===== src/rtl/can_mode_pkg.sv =====
package can_mode_pkg;
  localparam int MODE_W = 3;
  typedef enum logic [MODE_W-1:0] {
    MD_NORM   = 3'b000,
    MD_DIS    = 3'b001,
    MD_LOOP   = 3'b010,
    MD_LISTEN = 3'b011,
    MD_CFG    = 3'b100
  } mode_e;

  function automatic mode_e decode_req(input logic [MODE_W-1:0] req);
    if (req[MODE_W-1]) return MD_CFG;
    return mode_e'({1'b0, req[MODE_W-2:0]});
  endfunction
endpackage


===== src/rtl/can_mode_idle_mon.sv =====
module can_mode_idle_mon #(
  parameter int IDLE_BITS = 11
) (
  input  logic clk_i,
  input  logic rst_ni,
  input  logic sample_i,
  input  logic rx_i,
  input  logic clr_i,
  output logic idle_o
);
  localparam int CW = $clog2(IDLE_BITS + 1);
  localparam logic [CW-1:0] CMAX = CW'(IDLE_BITS);

  logic [CW-1:0] cnt_q;

  always_ff @(posedge clk_i or negedge rst_ni) begin
    if (!rst_ni)                cnt_q <= '0;
    else if (clr_i)             cnt_q <= '0;
    else if (sample_i) begin
      if (!rx_i)                cnt_q <= '0;
      else if (cnt_q != CMAX)   cnt_q <= cnt_q + CW'(1);
    end
  end

  assign idle_o = (cnt_q == CMAX);

  AST_IDLE_SAT: assert property (@(posedge clk_i) disable iff (!rst_ni)
    cnt_q <= CMAX);
  AST_DOM_RESTART: assert property (@(posedge clk_i) disable iff (!rst_ni)
    (sample_i && !rx_i) |=> !idle_o);
endmodule


===== src/rtl/can_mode_fsm.sv =====
module can_mode_fsm
  import can_mode_pkg::*;
(
  input  logic              clk_i,
  input  logic              rst_ni,
  input  logic [MODE_W-1:0] req_i,
  input  logic              tx_pend_i,
  input  logic              bus_active_i,
  input  logic              rx_i,
  input  logic              idle_i,
  input  logic              wake_dis_i,
  input  logic              wake_clr_i,
  output mode_e             mode_o,
  output logic              leave_cfg_o,
  output logic              wake_evt_o,
  output logic              wake_o,
  output logic              tx_en_o,
  output logic              rx_en_o,
  output logic              err_clr_o,
  output logic              clk_en_o
);
  mode_e mode_q, prev_q, target;
  logic  rx_q, drop_q, block_q, wake_q;
  logic  need_idle, cond_ok, grant;

  assign target     = decode_req(req_i);
  assign need_idle  = (target != MD_NORM);
  assign cond_ok    = !tx_pend_i &&
                      (!need_idle || (idle_i && !bus_active_i && rx_i));
  assign wake_evt_o = (mode_q == MD_DIS) && !wake_dis_i && rx_q && !rx_i;
  assign grant      = !wake_evt_o && (target != mode_q) && cond_ok &&
                      !(block_q && target == MD_DIS);
  assign leave_cfg_o = grant && (mode_q == MD_CFG);

  always_ff @(posedge clk_i or negedge rst_ni) begin
    if (!rst_ni) begin
      mode_q  <= MD_CFG;
      prev_q  <= MD_CFG;
      rx_q    <= 1'b1;
      drop_q  <= 1'b0;
      block_q <= 1'b0;
      wake_q  <= 1'b0;
    end else begin
      rx_q <= rx_i;
      if (wake_evt_o) begin
        mode_q  <= prev_q;
        drop_q  <= 1'b1;
        block_q <= 1'b1;
      end else begin
        if (grant) begin
          mode_q <= target;
          if (target == MD_DIS) prev_q <= mode_q;
        end
        if (idle_i)              drop_q  <= 1'b0;
        if (target != MD_DIS)    block_q <= 1'b0;
      end
      if (wake_evt_o)      wake_q <= 1'b1;
      else if (wake_clr_i) wake_q <= 1'b0;
    end
  end

  assign mode_o    = mode_q;
  assign wake_o    = wake_q;
  assign tx_en_o   = !drop_q && (mode_q == MD_NORM || mode_q == MD_LOOP);
  assign rx_en_o   = !drop_q && (mode_q == MD_NORM || mode_q == MD_LOOP ||
                                 mode_q == MD_LISTEN);
  assign err_clr_o = (mode_q == MD_CFG);
  assign clk_en_o  = (mode_q != MD_DIS);

  AST_DRAIN_HOLD: assert property (@(posedge clk_i) disable iff (!rst_ni)
    (tx_pend_i && !wake_evt_o) |=> $stable(mode_q));
  AST_IDLE_GATE: assert property (@(posedge clk_i) disable iff (!rst_ni)
    (!idle_i && !wake_evt_o) |=> ($stable(mode_q) || mode_q == MD_NORM));
  AST_DIS_QUIET: assert property (@(posedge clk_i) disable iff (!rst_ni)
    (mode_q == MD_DIS) |-> (!tx_en_o && !rx_en_o && !clk_en_o));
  AST_WAKE_SRC: assert property (@(posedge clk_i) disable iff (!rst_ni)
    $rose(wake_q) |-> $past(mode_q) == MD_DIS);
  AST_WAKE_RESTORE: assert property (@(posedge clk_i) disable iff (!rst_ni)
    wake_evt_o |=> (mode_q != MD_DIS && !tx_en_o && !rx_en_o));
endmodule


===== src/rtl/can_mode_cfg_gate.sv =====
module can_mode_cfg_gate
  import can_mode_pkg::*;
#(
  parameter int FSEL_W = 2
) (
  input  logic              clk_i,
  input  logic              rst_ni,
  input  mode_e             mode_i,
  input  logic              leave_cfg_i,
  input  logic              cfg_wr_i,
  input  logic              fsel_wr_i,
  input  logic [FSEL_W-1:0] fsel_i,
  output logic              cfg_wr_ok_o,
  output logic [FSEL_W-1:0] fsel_o
);
  logic              in_cfg;
  logic [FSEL_W-1:0] stage_q, act_q;

  assign in_cfg = (mode_i == MD_CFG);

  always_ff @(posedge clk_i or negedge rst_ni) begin
    if (!rst_ni) begin
      stage_q <= '0;
      act_q   <= '0;
    end else begin
      if (fsel_wr_i && in_cfg) stage_q <= fsel_i;
      if (leave_cfg_i)         act_q   <= stage_q;
    end
  end

  assign cfg_wr_ok_o = cfg_wr_i && in_cfg;
  assign fsel_o      = act_q;

  AST_CFG_LOCK: assert property (@(posedge clk_i) disable iff (!rst_ni)
    cfg_wr_ok_o |-> mode_i == MD_CFG);
  AST_FSEL_HOLD: assert property (@(posedge clk_i) disable iff (!rst_ni)
    (mode_i == MD_CFG) |=> (mode_i != MD_CFG || $stable(fsel_o)));
endmodule


===== src/rtl/can_mode_seq.sv =====
module can_mode_seq
  import can_mode_pkg::*;
#(
  parameter int IDLE_BITS = 11,
  parameter int FSEL_W    = 2
) (
  input  logic              clk_i,
  input  logic              rst_ni,
  input  logic [MODE_W-1:0] req_mode_i,
  input  logic              rx_i,
  input  logic              sample_i,
  input  logic              tx_pend_i,
  input  logic              bus_active_i,
  input  logic              wake_dis_i,
  input  logic              wake_clr_i,
  input  logic              cfg_wr_i,
  input  logic              fsel_wr_i,
  input  logic [FSEL_W-1:0] fsel_i,
  output logic [MODE_W-1:0] mode_o,
  output logic              cfg_wr_ok_o,
  output logic [FSEL_W-1:0] fsel_o,
  output logic              tx_en_o,
  output logic              rx_en_o,
  output logic              err_clr_o,
  output logic              clk_en_o,
  output logic              wake_o
);
  mode_e mode;
  logic  idle, wake_evt, leave_cfg;

  can_mode_idle_mon #(.IDLE_BITS(IDLE_BITS)) u_idle (
    .clk_i, .rst_ni, .sample_i, .rx_i,
    .clr_i (wake_evt),
    .idle_o(idle)
  );

  can_mode_fsm u_fsm (
    .clk_i, .rst_ni,
    .req_i       (req_mode_i),
    .tx_pend_i, .bus_active_i, .rx_i,
    .idle_i      (idle),
    .wake_dis_i, .wake_clr_i,
    .mode_o      (mode),
    .leave_cfg_o (leave_cfg),
    .wake_evt_o  (wake_evt),
    .wake_o, .tx_en_o, .rx_en_o, .err_clr_o, .clk_en_o
  );

  can_mode_cfg_gate #(.FSEL_W(FSEL_W)) u_gate (
    .clk_i, .rst_ni,
    .mode_i      (mode),
    .leave_cfg_i (leave_cfg),
    .cfg_wr_i, .fsel_wr_i, .fsel_i,
    .cfg_wr_ok_o, .fsel_o
  );

  assign mode_o = mode;
endmodule


===== config.mk =====
export PLATFORM = sky130hd
export DESIGN_NAME = can_mode_seq
export DESIGN_NICKNAME = d
export VERILOG_FILES = /design/src/rtl/can_mode_pkg.sv /design/src/rtl/can_mode_idle_mon.sv /design/src/rtl/can_mode_fsm.sv /design/src/rtl/can_mode_cfg_gate.sv /design/src/rtl/can_mode_seq.sv
export SDC_FILE = /design/constraint.sdc
export NUM_CORES = 1
export LEC_CHECK = 0
export ABC_AREA = 1
export BUFFER_PORTS_ARGS = -buffer_cell sky130_fd_sc_hd__buf_2
export CORE_UTILIZATION = 56
export CTS_CLUSTER_SIZE = 40
export DETAILED_ROUTE_END_ITERATION = 10
export PLACE_DENSITY = 0.92
export SETUP_SLACK_MARGIN = 0.5
export SLEW_MARGIN = 20
export SYNTH_ARGS = -nofsm -noshare
export SYNTH_HDL_FRONTEND = slang
export SYNTH_HIERARCHICAL = 1
export SYNTH_SLANG_ARGS = --single-unit

===== constraint.sdc =====
create_clock -name clk_i -period 2.6 [get_ports clk_i]
set_clock_uncertainty 0.05 [all_clocks]
set_input_delay 0.13 -clock clk_i [delete_from_list [all_inputs] [get_ports clk_i]]
set_output_delay 0.13 -clock clk_i [all_outputs]
set_load 0.01 [all_outputs]

==> summary.txt, run 1 <==
Synth
  • Post-Syn Area: 1087 µm²
  • Synth Register Bits: 18
  • Post-synth cell types: 21
  • Post-Syn Instances: 144
  • Synthesized Nets: 160
  • Synth warnings: 6
  • Register area share after synthesis: 41.77%
  • Avg Cell Area, Syn: 7.551 µm²

Setup path
  • Required @ worst endpoint: 2770 ps
  • Crit end category: flop
  • CP dominant cell by count: nand2_1
  • Crit Path Max Fanout: 5
  • CP Buf/Inv Count: 1
  • Setup CP Type: flop to flop
  • Worst R2R Path Depth: 11
  • RR Endpoint: u_gate/fsel_o[1]$_DFFE_PN0P_
  • CP peak stage delay: 380 ps
  • R2R setup slack: 760 ps
  • Delay-heaviest family, CP: simple AND/OR/NAND/NOR gates
  • Crit-path slowest cell: dfrtp_1
  • CP arrival: 2010 ps
  • Worst-path cell chain: ha_1 -> nand2_1 -> nor2_2 -> nand3_1 -> nand2_1 -> nand2_1 -> inv_1 -> nand3_4 -> nor3_2 -> nand2_1 -> o21ai_1
  • Worst r2r src: u_idle/cnt_q[1]$_DFFE_PN0P_
  • Setup crit start kind: flop

Finish
  • Commonest non-fill, non-tap cell in the layout: nand2_1
  • Synthesis-to-finish area growth: 20.02%
  • Most frequent cells in the layout: nand2_1 (47), buf_2 (25), inv_1 (21)
  • Multi-input logic area: 548.0 µm²
  • Fill count: 132
  • Layout cells sized above 1: 28.41%
  • Layout net count: 193
  • Non-filler cells, final: 201
  • N_diodes: 0
  • Register Area: 454.2 µm²

STA
  • Final setup viols: 0
  • Period utilisation layout: 70.84%
  • Final setup TNS: 0 ps
  • Tmin final: 1842 ps
  • Slew Limit Headroom: 72.31%
  • Final WS setup: 758.2 ps
  • Worst slew pin tran: 415.3 ps
  • Hold Vio Cnt, Final: 0
  • Final Max Tran Viols: 0
  • Unrepaired setup endpoints after global routing: no
  • Max Clk Rate: 0.5430 GHz

Power
  • Part of the power in registers: 45.9%
  • P per Cell Area: 752.3 nW/µm²
  • Sw Share: 42.23%
  • Pint: 567.2 µW
  • Comb power frac: 39.2%
  • Leak: 0.0007138 µW
  • IR drop worst, VDD: 0.4245 mV
  • Overall power: 981.8 µW
  • Net switching power: 414.6 µW
  • Clock power share: 14.9%

Clock network
  • CTS Sinks: 18
  • CTS H-tree lvls: 1
  • Clk Latency, worst-skew pair: 290 ps
  • CTS Buf Count: 3
  • Clock Path Buffers: 2
  • Root Buffer: clkbuf_4
  • Clock transition at path regs: 100 ps
  • CTS tree: built
  • Setup Buffers After CTS: 0

Floorplanning
  • Die X: 46.07 µm
  • # IOs: 26
  • Initial Util: 61.63%
  • Core Footprint: 1764 µm²
  • DIE AREA: 2122 µm²
  • Die Y: 46.07 µm
  • # rows: 15

Hold path
  • Worst hold start: fsel_i[0]
  • Hold path cells: 3
  • Hold EP: u_gate/stage_q[0]$_DFFE_PN0P_
  • Worst hold path type: input port to flop

Run
  • MaxCap Viol Count: 0

Detailed routing
  • DRC: 0
  • Vias: 986
  • Routed WL: 2.220 mm
  • Antenna-violating nets left: 0
  • Initial detailed-routing violation count: 56
  • DRT Pass-1 Iters: 4
  • Vias per cell: 4.905
  • Drt wl/cell: 11.04 µm

Placement
  • Number of I/O port buffers: 25
  • Routability Congestion: 0.8774
  • Post-DP HPWL: 1.706 mm
  • Placed Instances: 194
  • Post-place setup slack: 676.4 ps

Global routing
  • Number of global-route vias before repair: 862
  • GRT Util Overall: 23.77%
  • Largest net degree at the start of global routing: 19
  • Overflow after GRT: 0
  • Initial antenna violation count: 0
  • First-pass GRT wire length: 3.505 mm

Run status
  • Run status: completed
[stage by stage]
stage	hold slack, ps	instance area [µm²]	util (%)
floorplan	-215.6	1087	-
global placement	26.11	1244	70.50
detailed placement	28.78	1244	70.50
CTS	43.49	1300	73.69
global route	29.32	1305	73.97
finish	49.04	1305	73.97
[power groups by stage]
| stage | sequential, µW | clock, µW | combinational (µW) |
|---|---|---|---|
| after floorplan | 457 | 0 | 239 |
| after global placement | 453 | 0 | 367 |
| after detailed placement | 455 | 0 | 378 |
| after CTS | 450 | 148 | 383 |
| after global routing | 462 | 161 | 433 |
| final | 450 | 146 | 385 |
[how the worst max path moves through the flow]
stage / end / startpoint / cells past startpoint / slack (ps)
after floorplan: u_gate/fsel_o[0]$_DFFE_PN0P_ / u_idle/cnt_q[0]$_DFFE_PN0P_ / 10 / 890
after global placement: u_gate/fsel_o[1]$_DFFE_PN0P_ / u_idle/cnt_q[0]$_DFFE_PN0P_ / 10 / 810
after detailed placement: u_gate/fsel_o[1]$_DFFE_PN0P_ / u_idle/cnt_q[0]$_DFFE_PN0P_ / 10 / 680
after CTS: u_gate/fsel_o[1]$_DFFE_PN0P_ / u_idle/cnt_q[0]$_DFFE_PN0P_ / 11 / 660
after global routing: u_gate/fsel_o[0]$_DFFE_PN0P_ / u_idle/cnt_q[0]$_DFFE_PN0P_ / 11 / 560
final: u_gate/fsel_o[1]$_DFFE_PN0P_ / u_idle/cnt_q[1]$_DFFE_PN0P_ / 11 / 760
[worst register-to-register path, cell delays in order, from the launching register on]
cell and delay [ps]:
dfrtp_1 380, ha_1 240, nand2_1 90, nor2_2 130, nand3_1 100, nand2_1 80, nand2_1 100, inv_1 110
nand3_4 110, nor3_2 220, nand2_1 80, o21ai_1 80
[metal layers]
layer,global-route usage (%),part of all wire [%],vias to the layer above
met5,0,0,-
met4,12.94,2.5,0
met3,3.529,6.4,6
met2,37.46,46,41
met1,31.17,45,422
li1,-,-,517
[registers in the layout, indices dropped and copies added (netlist names)]
name	cells
u_idle/cnt_q	4
u_gate/fsel_o	2
u_fsm/wake_o	1
u_fsm/mode_o	3
u_fsm/block_q	1
u_fsm/drop_q	1
u_fsm/rx_q	1
u_fsm/prev_q	3
u_gate/stage_q	2
[synthesized netlist by cell type, drive strengths merged]
cell type | count | area share [%]
a21oi | 2 | 0.92
and3 | 1 | 0.58
dfrtp | 15 | 35
dfstp | 3 | 7.3
ha | 1 | 1.2
inv | 24 | 8.3
nand2 | 51 | 19
nand3 | 15 | 11
nand4 | 7 | 4.0
nor2 | 14 | 7.4
nor3 | 1 | 0.46
o21ai | 9 | 4.1
xnor2 | 1 | 0.81
[timing repair]
action,4_1_cts,5_1_grt
endpoints found under the hold margin,17,0
endpoints found under the setup margin,0,2
hold buffers,3,0
resized for setup,0,1
[area by class of cell]
cell class,count,area share [%]
inverters,24,6.903
flip-flops and latches,18,34.80
repair buffers,28,11.89
well taps,25,2.397
multi-input cells,102,41.99
clock buffers,4,2.013
[cells by family (layout without fill, tap and decap cells)]
logic type / Yosys count / count (layout) / synth area share (%)
AND/OR/NAND/NOR: 89 / 89 / 42.92
buffers and inverters: 24 / 56 / 8.286
flip-flops: 18 / 18 / 41.77
AO/OA/AOI/OAI: 11 / 11 / 5.063
adder cells (fa/ha/maj): 1 / 1 / 1.151
XOR/XNOR: 1 / 1 / 0.8057
Power figures use the tool's default switching activity.
==> run 2, diff against run 1 <==
- CORE_UTILIZATION: 56 -> 47
- PLACE_DENSITY: 0.92 -> 0.83
- clock period: 2.6 -> 1.6 ns (I/O delays scaled with it)
==> summary.txt, run 2 (synthesized netlist as in run 1, its figures left out) <==
Floorplanning
  • # IOs: 26 (unchanged)
  • Core Footprint: 2191 µm² (was 1764 µm²)
  • # rows: 17 (was 15)
  • Die Y: 50.10 µm (was 46.07 µm)
  • DIE AREA: 2510 µm² (was 2122 µm²)
  • Initial Util: 49.63% (was 61.63%)
  • Die X: 50.10 µm (was 46.07 µm)

Setup path
  • CP peak stage delay: 380 ps (about the same)
  • Delay-heaviest family, CP: simple AND/OR/NAND/NOR gates (unchanged)
  • Crit end category: flop (unchanged)
  • CP arrival: 2010 ps (about the same)
  • Crit-path slowest cell: dfrtp_1 (unchanged)
  • Crit Path Max Fanout: 4 (was 5)
  • Worst-path cell chain: ha_2 -> nand2_2 -> nor2_4 -> nand3_2 -> nand2_1 -> nand2_2 -> inv_2 -> nand3_4 -> nor3_4 -> nand2_1 -> o21ai_1 (was ha_1 -> nand2_1 -> nor2_2 -> nand3_1 -> nand2_1 -> nand2_1 -> inv_1 -> nand3_4 -> nor3_2 -> nand2_1 -> o21ai_1)
  • CP Buf/Inv Count: 1 (unchanged)
  • Setup CP Type: flop to flop (unchanged)
  • Setup crit start kind: flop (unchanged)
  • Required @ worst endpoint: 1780 ps (was 2770 ps)

Detailed routing
  • Routed WL: 4.583 mm (was 2.220 mm)
  • DRT Pass-1 Iters: 4 (unchanged)
  • Vias per cell: 5.773 (was 4.905)
  • DRC: 0 (unchanged)
  • Antenna-violating nets left: 0 (unchanged)
  • Vias: 1397 (was 986)
  • Initial detailed-routing violation count: 96 (was 56)
  • Drt wl/cell: 18.94 µm (was 11.04 µm)

Power
  • P per Cell Area: 1460 nW/µm² (was 752.3 nW/µm²)
  • Overall power: 2647 µW (was 981.8 µW)
  • IR drop worst, VDD: 1.126 mV (was 0.4245 mV)
  • Leak: 0.0009425 µW (was 0.0007138 µW)

Run status
  • Run status: finished, violations left (was completed)
  • Failing checks: setup timing

Global routing
  • Overflow after GRT: 0 (unchanged)
  • GRT Util Overall: 31.28% (was 23.77%)
  • Number of global-route vias before repair: 1268 (was 862)
  • Largest net degree at the start of global routing: 19 (unchanged)
  • Initial antenna violation count: 0 (unchanged)
  • First-pass GRT wire length: 5.727 mm (was 3.505 mm)

STA
  • Final setup TNS: -835.8 ps (was 0 ps)
  • Slew Limit Headroom: 71.55% (was 72.31%)
  • Final WS setup: -230.9 ps (was 758.2 ps)
  • Worst slew pin tran: 426.8 ps (was 415.3 ps)
  • Final Max Tran Viols: 0 (unchanged)
  • Period utilisation layout: 114.4% (was 70.84%)
  • Hold Vio Cnt, Final: 0 (unchanged)
  • Unrepaired setup endpoints after global routing: yes (was no)
  • Final setup viols: 8 (was 0)
  • Tmin final: 1831 ps (was 1842 ps)
  • Max Clk Rate: 0.5462 GHz (was 0.5430 GHz)

Clock network
  • Clock transition at path regs: 110 ps (was 100 ps)
  • CTS Sinks: 18 (unchanged)
  • CTS tree: built (unchanged)
  • CTS Buf Count: 3 (unchanged)
  • Clk Latency, worst-skew pair: 310 ps (was 290 ps)
  • Root Buffer: clkbuf_4 (unchanged)
  • CTS H-tree lvls: 1 (unchanged)
  • Clock Path Buffers: 2 (unchanged)

Finish
  • Layout net count: 231 (was 193)
  • Commonest non-fill, non-tap cell in the layout: nand2_1 (unchanged)
  • Most frequent cells in the layout: nand2_1 (38), buf_4 (22), buf_2 (19), buf_6 (19), inv_1 (18) (was nand2_1 (47), buf_2 (25), inv_1 (21))
  • Synthesis-to-finish area growth: 66.74% (was 20.02%)
  • Fill count: 103 (was 132)
  • Layout cells sized above 1: 51.87% (was 28.41%)
  • Post-route cell area: 1813 µm² (was 1305 µm²)
  • Biggest register: u_idle/cnt_q (unchanged)
  • N_diodes: 0 (unchanged)
  • Max reg flops: 4 (unchanged)

Placement
  • Routability Congestion: 0.8982 (was 0.8774)
  • Post-DP HPWL: 1.916 mm (was 1.706 mm)
  • Number of I/O port buffers: 25 (unchanged)
  • Placed cell areas: 1306 µm² (was 1244 µm²)
  • Post-place setup slack: -16.05 ps (was 676.4 ps)

Hold path
  • Worst hold path type: input port to flop (unchanged)

Run
  • MaxCap Viol Count: 0 (unchanged)
==> run 2: cell types whose count changed in the layout (fill, tap and decap cells not counted), moves of 3 or more <==
cell           before  now
inv_1              21   18
inv_4               0    3
nand2_1            47   38
buf_2              25   19
dlygate4sd3_1       3    6
nor2_1              9    6
buf_6               0   19
nor2_4              3    6
buf_4               0   22
nand2_2             2    9
nand3_2             4    8
nand3_1             9    4
==> run 2: per-layer routing <==
metal,global-route usage [%],wire length (µm)
met1,33.20,1577
met2,57.11,2297
met3,5.864,379
met4,16.67,329
met5,0,0
==> run 2: layout make-up <==
type / count / area, µm² / area share [%]
inverters: 24 / 97.59 / 5.383
repair buffers: 66 / 534.3 / 29.47
clock buffers: 4 / 36.28 / 2.001
multi-input cells: 102 / 653.1 / 36.02
flip-flops and latches: 18 / 456.7 / 25.19
well taps: 28 / 35.03 / 1.932
==> run 2: final timing paths <==
path,startpoint,end,slack [ps],depth (start not counted)
worst max register to register,u_idle/cnt_q[0]$_DFFE_PN0P_,u_gate/fsel_o[0]$_DFFE_PN0P_,-230,11
worst min-delay path,sample_i,u_idle/cnt_q[3]$_DFFE_PN0P_,60,4
worst max-delay path,u_idle/cnt_q[0]$_DFFE_PN0P_,u_gate/fsel_o[0]$_DFFE_PN0P_,-230,11
worst min register to register,u_fsm/prev_q[2]$_DFFE_PN1P_,u_fsm/prev_q[2]$_DFFE_PN1P_,440,2
max in group asynchronous,rst_ni,u_fsm/mode_o[2]$_DFFE_PN1P_,970,2
min in group asynchronous,rst_ni,u_gate/fsel_o[1]$_DFFE_PN0P_,190,2
==> run 2: tightest hold or removal path, cell delays in order <==
cell,delay (ps)
buf_2,100
a21oi_1,90
nand2_1,80
nor2_1,40
==> run 2: stage by stage <==
| step | std cells | hold WS (ps) | utilization, % |
|---|---|---|---|
| final | 242 | 61.27 | 82.75 |
| after global routing | 242 | 67.39 | 82.75 |
| after CTS | 231 | 27.92 | 75.96 |
| after detailed placement | 200 | -16.02 | 59.62 |
| after global placement | 200 | -27.16 | 59.62 |
| after floorplan | 144 | -265.6 | - |
==> run 2: where the power goes <==
part           leakage (µW)  switching (µW)  internal (µW)
logic              0.000702             808            809
clock network     0.0000210             156            139
registers          0.000220             148            588
==> run 2: repair_timing <==
item                                   CTS  global route
setup endpoints to repair               23            25
hold buffers                             6             0
endpoints found under the hold margin   22             0
gates cloned                             0             0
resized for setup                       24            17
pin swaps                               10            11
buffers inserted                        21            11
==> run 3, diff against run 2 <==
--- a/config.mk
+++ b/config.mk
@@ -7,9 +7,9 @@
 export LEC_CHECK = 0
 export ABC_AREA = 1
-export BUFFER_PORTS_ARGS = -buffer_cell sky130_fd_sc_hd__buf_2
-export CORE_UTILIZATION = 47
+export CORE_UTILIZATION = 55
 export CTS_CLUSTER_SIZE = 40
 export DETAILED_ROUTE_END_ITERATION = 10
-export PLACE_DENSITY = 0.83
+export DONT_BUFFER_PORTS = 1
+export PLACE_DENSITY = 0.82
 export SETUP_SLACK_MARGIN = 0.5
 export SLEW_MARGIN = 20
--- a/constraint.sdc
+++ b/constraint.sdc
@@ -3,3 +3,3 @@
 set_input_delay 0.08 -clock clk_i [delete_from_list [all_inputs] [get_ports clk_i]]
 set_output_delay 0.08 -clock clk_i [all_outputs]
-set_load 0.01 [all_outputs]
+set_load 0.02 [all_outputs]
==> summary.txt, run 3 (synthesized netlist as in run 1, its figures left out) <==
Setup path
  • Setup crit start kind: flop (unchanged)
  • Worst r2r src: u_idle/cnt_q[1]$_DFFE_PN0P_ (was u_idle/cnt_q[0]$_DFFE_PN0P_)
  • Crit Path Max Fanout: 4 (unchanged)
  • Critical Path Start: u_idle/cnt_q[1]$_DFFE_PN0P_ (was u_idle/cnt_q[0]$_DFFE_PN0P_)
  • CP arrival: 2010 ps (about the same)
  • Setup CP Type: flop to flop (unchanged)
  • Required @ worst endpoint: 1800 ps (was 1780 ps)
  • R2R setup slack: -220 ps (was -230 ps)
  • Crit end category: flop (unchanged)
  • CP endpoint: u_gate/fsel_o[0]$_DFFE_PN0P_ (unchanged)
  • Worst R2R Path Depth: 11 (unchanged)
  • RR Endpoint: u_gate/fsel_o[0]$_DFFE_PN0P_ (unchanged)

Detailed routing
  • DRT Pass-1 Iters: 6 (was 4)
  • DRC: 0 (unchanged)
  • Initial detailed-routing violation count: 181 (was 96)
  • Vias: 1515 (was 1397)
  • Drt wl/cell: 25.62 µm (was 18.94 µm)
  • Antenna-violating nets left: 0 (unchanged)
  • Routed WL: 5.482 mm (was 4.583 mm)
  • Vias per cell: 7.079 (was 5.773)

Clock network
  • CTS H-tree lvls: 1 (unchanged)
  • Clock transition at path regs: 120 ps (was 110 ps)
  • Clock Path Buffers: 2 (unchanged)
  • CTS Sinks: 18 (unchanged)
  • Clk Latency, worst-skew pair: 320 ps (was 310 ps)
  • Root Buffer: clkbuf_4 (unchanged)
  • CTS tree: built (unchanged)
  • CTS Buf Count: 3 (unchanged)

STA
  • Unrepaired setup endpoints after global routing: yes (unchanged)
  • Final WS setup: -215.9 ps (was -230.9 ps)
  • Hold Vio Cnt, Final: 0 (unchanged)
  • Worst slew pin tran: 860.7 ps (was 426.8 ps)
  • Max Clk Rate: 0.5507 GHz (was 0.5462 GHz)
  • Final Max Tran Viols: 0 (unchanged)
  • Final setup viols: 11 (was 8)
  • Period utilisation layout: 113.5% (was 114.4%)
  • Slew Limit Headroom: 42.43% (was 71.55%)
  • Tmin final: 1816 ps (was 1831 ps)

Finish
  • Post-route cell area: 1710 µm² (was 1813 µm²)
  • Layout cells sized above 1: 47.62% (was 51.87%)
  • Biggest register: u_idle/cnt_q (unchanged)
  • Final design utilization: 95.93% (was 82.75%)
  • Synthesis-to-finish area growth: 57.31% (was 66.74%)
  • Most frequent cells in the layout: nand2_1 (34), buf_4 (18), inv_1 (16) (was nand2_1 (38), buf_4 (22), buf_2 (19), buf_6 (19), inv_1 (18))
  • Non-filler cells, final: 214 (was 242)
  • Layout net count: 206 (was 231)
  • Commonest non-fill, non-tap cell in the layout: nand2_1 (unchanged)
  • Max reg flops: 4 (unchanged)
  • N_diodes: 0 (unchanged)

Run status
  • Failing checks: setup timing (unchanged)
  • Run status: finished, violations left (unchanged)

Floorplanning
  • Die Y: 46.46 µm (was 50.10 µm)
  • # rows: 15 (was 17)
  • DIE AREA: 2159 µm² (was 2510 µm²)
  • Core Footprint: 1783 µm² (was 2191 µm²)
  • # IOs: 26 (unchanged)
  • Die X: 46.46 µm (was 50.10 µm)
  • Initial Util: 60.98% (was 49.63%)

Placement
  • Placed Instances: 177 (was 200)
  • Routability Congestion: 0.7840 (was 0.8982)
  • Post-DP HPWL: 1.771 mm (was 1.916 mm)
  • Placed cell areas: 1200 µm² (was 1306 µm²)
  • Number of I/O port buffers: 0 (was 25)
  • Post-place setup slack: 7.768 ps (was -16.05 ps)

Power
  • Comb power frac: 59.6% (was 61.1%)
  • Leak: 0.0008513 µW (was 0.0009425 µW)
  • Pint: 1394 µW (was 1536 µW)
  • Clock power share: 11.5% (was 11.1%)
  • Part of the power in registers: 28.9% (was 27.8%)
  • Net switching power: 1226 µW (was 1112 µW)
  • P per Cell Area: 1532 nW/µm² (was 1460 nW/µm²)
  • IR drop worst, VDD: 1.354 mV (was 1.126 mV)
  • Sw Share: 46.80% (was 42.00%)

Global routing
  • Overflow after GRT: 0 (unchanged)
  • Number of global-route vias before repair: 1244 (was 1268)
  • Largest net degree at the start of global routing: 19 (unchanged)
  • First-pass GRT wire length: 5.561 mm (was 5.727 mm)
  • GRT Util Overall: 38.34% (was 31.28%)
  • Initial antenna violation count: 0 (unchanged)

Hold path
  • Worst hold path type: input port to flop (unchanged)

Run
  • MaxCap Viol Count: 0 (unchanged)
-- run 3: worst min path at each step --
stage	from	to	slack, ps	depth (start not counted)
CTS	req_mode_i[2]	u_fsm/mode_o[2]$_DFFE_PN1P_	8	4
global placement	rst_ni	u_fsm/mode_o[1]$_DFFE_PN0P_	-270	0
finish	rx_i	u_idle/cnt_q[0]$_DFFE_PN0P_	70	4
floorplan	rst_ni	u_fsm/block_q$_DFFE_PN0P_	-270	0
detailed placement	rst_ni	u_fsm/mode_o[1]$_DFFE_PN0P_	-270	0
global route	rx_i	u_idle/cnt_q[0]$_DFFE_PN0P_	60	4
-- run 3: per-stage QoR --
stage / hold slack (ps) / total power [µW] / TNS, ps
floorplan: -265.6 / 1248 / 0
global placement: -265.1 / 1422 / 0
detailed placement: -265.1 / 1446 / 0
CTS: 7.585 / 2092 / 0
global route: 56.89 / 2696 / -2161
finish: 70.18 / 2620 / -1446
-- run 3: repair_timing --
| action | CTS | global route |
|---|---|---|
| resized for setup | 27 | 33 |
| hold endpoints to repair | 26 | 0 |
| gates cloned | 0 | 0 |
| hold buffers | 9 | 0 |
| pin swaps | 10 | 24 |
| setup endpoints to repair | 24 | 25 |
| setup buffers | 14 | 10 |
-- run 3: power groups by stage --
stage | Combinational, µW | Clock [µW] | Sequential [µW]
2_1_floorplan | 443 | 0 | 805
3_3_place_gp | 669 | 0 | 753
3_5_place_dp | 688 | 0 | 757
4_1_cts | 1060 | 293 | 743
5_1_grt | 1610 | 324 | 760
6_report | 1560 | 302 | 756
-- run 3: worst max-delay path, stage by stage, from the launching register on --
cell	delay (ps)
dfrtp_1	400
ha_2	200
nand2_2	60
nor2_2	140
nand3_1	100
nand2_1	100
nand2_2	70
inv_2	70
nand3_4	90
nor3_4	220
nand2_1	120
o21ai_1	110
-- run 3: area by class of cell --
class                           count  area (µm²)
Multi-Input combinational cell    102       691.9
Sequential cell                    18       456.7
Timing Repair Buffer               41       394.1
Inverter                           24       100.1
Fill cell                          46       72.57
Clock buffer                        4       36.28
Tap cell                           25       31.28
-- run 3: per-layer routing --
| layer | up-vias | routed length (µm) | global-route usage, % |
|---|---|---|---|
| li1 | 550 | - | - |
| met1 | 673 | 1784 | 43.60 |
| met2 | 206 | 2274 | 63.33 |
| met3 | 86 | 800 | 8.235 |
| met4 | 0 | 623 | 25.88 |
| met5 | - | 0 | 0 |
